$ cat src/rtl/brn_pkg.sv
package brn_pkg;
  localparam int INSTR_W = 16;
  localparam int FMT_BIT = 14;
  localparam int OPC_W   = 4;
  localparam int OFF_W   = 10;
  localparam int FLAG_W  = 5;
  localparam int MAJOR_W = 8;
  localparam logic [MAJOR_W-1:0] LEGACY_LO = 8'h0F;
  localparam logic [MAJOR_W-1:0] LEGACY_HI = 8'h18;

  typedef enum logic [OPC_W-1:0] {
    CC_EQ  = 4'd0,
    CC_NE  = 4'd1,
    CC_LT  = 4'd2,
    CC_GT  = 4'd3,
    CC_LTU = 4'd4,
    CC_GTU = 4'd5,
    CC_GE  = 4'd6,
    CC_LE  = 4'd7,
    CC_GEU = 4'd8,
    CC_LEU = 4'd9
  } cond_e;

  typedef struct packed {
    logic gtu;
    logic ltu;
    logic gt;
    logic lt;
    logic eq;
  } flags_t;
endpackage

$ cat src/rtl/brn_decode.sv
module brn_decode
  import brn_pkg::*;
(
  input  logic [INSTR_W-1:0] instr,
  output logic               is_branch,
  output logic               is_legacy,
  output logic [OPC_W-1:0]   opc,
  output logic [OFF_W-1:0]   off
);
  logic [MAJOR_W-1:0] major;

  always_comb begin
    major     = instr[INSTR_W-1 -: MAJOR_W];
    is_branch = instr[FMT_BIT];
    opc       = instr[FMT_BIT-1 -: OPC_W];
    off       = instr[OFF_W-1:0];
    is_legacy = !instr[FMT_BIT] && (major >= LEGACY_LO) && (major <= LEGACY_HI);
  end
endmodule

$ cat src/rtl/brn_cond_eval.sv
module brn_cond_eval
  import brn_pkg::*;
(
  input  logic [OPC_W-1:0] opc,
  input  flags_t           flags,
  output logic             take,
  output logic             undef
);
  always_comb begin
    take  = 1'b0;
    undef = 1'b0;
    case (opc)
      CC_EQ:   take = flags.eq;
      CC_NE:   take = !flags.eq;
      CC_LT:   take = flags.lt;
      CC_GT:   take = flags.gt;
      CC_LTU:  take = flags.ltu;
      CC_GTU:  take = flags.gtu;
      CC_GE:   take = flags.gt  | flags.eq;
      CC_LE:   take = flags.lt  | flags.eq;
      CC_GEU:  take = flags.gtu | flags.eq;
      CC_LEU:  take = flags.ltu | flags.eq;
      default: undef = 1'b1;
    endcase
  end
endmodule

$ cat src/rtl/brn_target.sv
module brn_target #(
  parameter int PC_W  = 32,
  parameter int OFF_W = 10
) (
  input  logic [PC_W-1:0]  pc,
  input  logic [OFF_W-1:0] off,
  output logic [PC_W-1:0]  jump_pc,
  output logic [PC_W-1:0]  seq_pc
);
  localparam int EXT_W = PC_W - OFF_W - 1;

  logic [PC_W-1:0] byte_off;

  always_comb begin
    byte_off = {{EXT_W{off[OFF_W-1]}}, off, 1'b0};
    jump_pc  = pc + byte_off;
    seq_pc   = pc + PC_W'(2);
  end
endmodule

$ cat src/rtl/brn_unit.sv
module brn_unit
  import brn_pkg::*;
#(
  parameter int PC_W = 32
) (
  input  logic               clk,
  input  logic               rst_n,
  input  logic               valid_i,
  input  logic [INSTR_W-1:0] instr_i,
  input  logic [PC_W-1:0]    pc_i,
  input  logic [FLAG_W-1:0]  flags_i,
  output logic [PC_W-1:0]    next_pc_o,
  output logic               taken_o,
  output logic               illegal_o
);
  logic            rst_meta_n;
  logic            rst_sync_n;
  logic            is_branch;
  logic            is_legacy;
  logic [OPC_W-1:0] opc;
  logic [OFF_W-1:0] off;
  logic            take;
  logic            undef;
  logic [PC_W-1:0] jump_pc;
  logic [PC_W-1:0] seq_pc;
  logic [PC_W-1:0] pc_d;
  logic            taken_d;
  logic            illegal_d;

  always_ff @(posedge clk or negedge rst_n) begin
    if (!rst_n) begin
      rst_meta_n <= 1'b0;
      rst_sync_n <= 1'b0;
    end else begin
      rst_meta_n <= 1'b1;
      rst_sync_n <= rst_meta_n;
    end
  end

  brn_decode u_decode (
    .instr     (instr_i),
    .is_branch (is_branch),
    .is_legacy (is_legacy),
    .opc       (opc),
    .off       (off)
  );

  brn_cond_eval u_cond (
    .opc   (opc),
    .flags (flags_t'(flags_i)),
    .take  (take),
    .undef (undef)
  );

  brn_target #(.PC_W(PC_W), .OFF_W(OFF_W)) u_target (
    .pc      (pc_i),
    .off     (off),
    .jump_pc (jump_pc),
    .seq_pc  (seq_pc)
  );

  always_comb begin
    pc_d      = seq_pc;
    taken_d   = 1'b0;
    illegal_d = 1'b0;
    if (is_branch) begin
      if (undef) begin
        pc_d      = pc_i;
        illegal_d = 1'b1;
      end else if (take) begin
        pc_d    = jump_pc;
        taken_d = 1'b1;
      end
    end else if (is_legacy) begin
      pc_d      = pc_i;
      illegal_d = 1'b1;
    end
  end

  always_ff @(posedge clk or negedge rst_sync_n) begin
    if (!rst_sync_n) begin
      next_pc_o <= '0;
      taken_o   <= 1'b0;
      illegal_o <= 1'b0;
    end else if (valid_i) begin
      next_pc_o <= pc_d;
      taken_o   <= taken_d;
      illegal_o <= illegal_d;
    end
  end
endmodule

$ cat config.mk
export PLATFORM = sky130hd
export DESIGN_NAME = brn_unit
export DESIGN_NICKNAME = d
export VERILOG_FILES = /design/src/rtl/brn_pkg.sv /design/src/rtl/brn_decode.sv /design/src/rtl/brn_cond_eval.sv /design/src/rtl/brn_target.sv /design/src/rtl/brn_unit.sv
export SDC_FILE = /design/constraint.sdc
export NUM_CORES = 1
export LEC_CHECK = 0
export BUFFER_PORTS_ARGS = -buffer_cell sky130_fd_sc_hd__buf_2
export CAP_MARGIN = 20
export CORE_MARGIN = 10
export CORE_UTILIZATION = 30
export DETAILED_ROUTE_END_ITERATION = 10
export SKIP_CTS_REPAIR_TIMING = 1
export SLEW_MARGIN = 15
export SYNTH_ARGS = -nofsm -noshare
export SYNTH_HDL_FRONTEND = slang
export SYNTH_SLANG_ARGS = --single-unit
$ cat constraint.sdc
create_clock -name clk -period 1.4 [get_ports clk]
set_input_delay 0.28 -clock clk [delete_from_list [all_inputs] [get_ports clk]]
set_output_delay 0.28 -clock clk [all_outputs]
set_load 0.005 [all_outputs]
==> flow_summary.json <==
{
  "min_path_type": "in2reg",
  "cp_max_fo": 4,
  "grt_pass1_wl_mm": 31.0,
  "yosys.area_share.simple": 0.247,
  "min_period_ps": 2550,
  "die_h_um": 144,
  "finalWeightedCongestion": 0.952,
  "synth-edff-count": 0,
  "drv_slew": 0,
  "nets": 1022,
  "layout_common_cells": "196 x buf_4, 81 x buf_2, 63 x nand2_1",
  "violations": "negative setup slack",
  "synth_compound_area_frac": 0.335,
  "min_path_cells": 2,
  "syn_inst": 644,
  "drt_wl_total_mm": 20.4,
  "drc": 0,
  "core-area_um2": 15200,
  "synthDistinctLibCells": 60,
  "root_buffer": "clkbuf_16",
  "clk_latency_ps": 300,
  "initial_core_util": 0.305,
  "cp-endpoint": "next_pc_o[27]",
  "clock_sinks": 36,
  "post_drt_wl_per_cell_um": 18.2,
  "setup_ws_ps": -1150,
  "rsz0062_at_grt": "yes",
  "area_delta_synth_final_pct": 71.3,
  "diodes": 0,
  "rows": 45,
  "leakage_nw": 3.56,
  "drive_gt1_frac": 0.456,
  "first_global_vias": 5870,
  "outcome": "finished with violations",
  "dp_hpwl_mm": 16.2,
  "cp-end-kind": "flop",
  "dr.first_iter.drc_count": 412,
  "dp_cells": 1100,
  "powerDensity_nw_per_um2": 669,
  "slew_headroom": 0.662,
  "grt_max_degree": 35,
  "cts_buffer_depth": 2,
  "io-pin-count": 90,
  "required_ps": 1590,
  "synthAdderAreaFrac": 0.0879,
  "yosys_register_bits": 36,
  "syn_nets": 732,
  "vias": 6058,
  "cts_tree": "done",
  "tns_ps": -22450,
  "cp.arrival_ps": 2740,
  "synth-main-ff-cell": "dfrtp_1",
  "irDropWorstVdd_uv": 416,
  "final.period_utilization": 1.82,
  "finish.utilization": 0.523,
  "final_antenna_net_count": 0,
  "syn_area_um2": 4640,
  "post_synth_xor_area_fraction": 0.0680,
  "die-width_um": 144,
  "path_clk_slew_ps": 70,
  "viasPerCell": 5.39,
  "regToRegEndpoint": "next_pc_o[16]",
  "cp-startpoint": "instr_i[9]",
  "antenna_found_initial": 0,
  "fmax_mhz": 392,
  "cts_buffers": 5,
  "synth.avg_cell_area_um2": 7.20,
  "dp_slack_ps": -1460,
  "port_buffers": 89,
  "skew_ps": 6.86,
  "grt_use_total": 0.190,
  "synthMuxAreaShare": 0.0254,
  "start_kind": "input port",
  "layout_commonest_cell": "buf_4",
  "drt_first_pass_iters": 5,
  "maxCapViolCount": 0,
  "final_cells": 1123,
  "tightestPinTransition_ps": 508,
  "synth_warnings": 0,
  "crit_type": "in2reg",
  "r2r-start": "next_pc_o[16]",
  "finalSetupViolCount": 32,
  "grt_overflow": 0,
  "r2r_slack_ps": 340,
  "hold_viol": 0,
  "synth_top_family_by_area": "compound AO/OA/AOI/OAI gates",
  "htree_levels": 2,
  "r2r_cells": 4,
  "die-area_um2": 20800,
  "ys_seq_area_frac": 0.194,
  "synth_async_sr_flop_share": 1.00
}
kinds of logic (layout without fill, tap and decap cells):
logic type	after synthesis	after routing
other	1	1
buffers and inverters	49	340
multiplexers	11	11
AO/OA/AOI/OAI	243	243
flip-flops	36	36
XOR/XNOR	36	36
adder cells (fa/ha/maj)	32	32
AND/OR/NAND/NOR	236	236
layer usage:
metal	global-route usage	share of wire
met5	0	0
met4	0.0793	0.031
met3	0.0308	0.050
met2	0.323	0.49
met1	0.233	0.43
critical path: stages:
cell     delay, ps
buf_12         120
buf_12         130
ha_4           210
a21oi_2        130
nor2_1          60
o41a_1         390
a221o_1        370
a41oi_4        270
o21ai_4        120
buf_6          120
or3_1          330
a31oi_1        130
o21ai_1         70
flip-flops by register name, indices dropped and copies added (netlist names):
register    count
taken_o         1
rst_sync_n      1
rst_meta_n      1
next_pc_o      32
illegal_o       1
cells in the mapped netlist (10+ instances only):
library cell  count  area [µm²]
nand2_1          70         263
a21oi_1          58         290
xor2_1           19         166
nand3_1          25         125
nand4_1          10        62.6
o211ai_1         20         150
and3_1           13        81.3
a21o_1           15         113
xnor2_1          17         149
ha_1             31         388
nor2_1           51         191
a31oi_1          12        75.1
dfrtp_1          36         901
o21ai_0          68         340
inv_1            15        56.3
nor3_1           16        80.1
clkbuf_1         26        97.6
or3_1            10        62.6
through the flow:
step | cell area [µm²] | hold WS (ps) | power, mW
2_1_floorplan | 5050 | -15.6 | 2.56
3_3_place_gp | 7180 | 65.4 | 3.77
3_5_place_dp | 7180 | 68.7 | 3.79
4_1_cts | 7330 | -260 | 5.03
5_1_grt | 7950 | 212 | 5.65
6_report | 7950 | 208 | 5.31
power breakdown:
part / switching (mW) / internal [mW]
clock: 0.548 / 0.664
sequential: 0.0732 / 1.17
combinational: 1.41 / 1.45
worst min-delay path by stage:
stage / from / end / slack [ps]
6_report: pc_i[0] / next_pc_o[0] / 210
5_1_grt: pc_i[0] / next_pc_o[0] / 210
4_1_cts: rst_n / rst_meta_n / -260
3_5_place_dp: rst_n / rst_meta_n / 70
3_3_place_gp: rst_n / rst_meta_n / 70
2_1_floorplan: rst_n / rst_meta_n / -20
area by class of cell:
class	instances	area (µm²)
Clock inverter	3	23.8
Inverter	15	56.3
Sequential cell	36	901
Timing Repair Buffer	317	2400
Fill cell	1458	7260
Multi-Input combinational cell	559	4200
Clock buffer	5	125
Tap cell	188	235
Power figures use the tool's default switching activity.
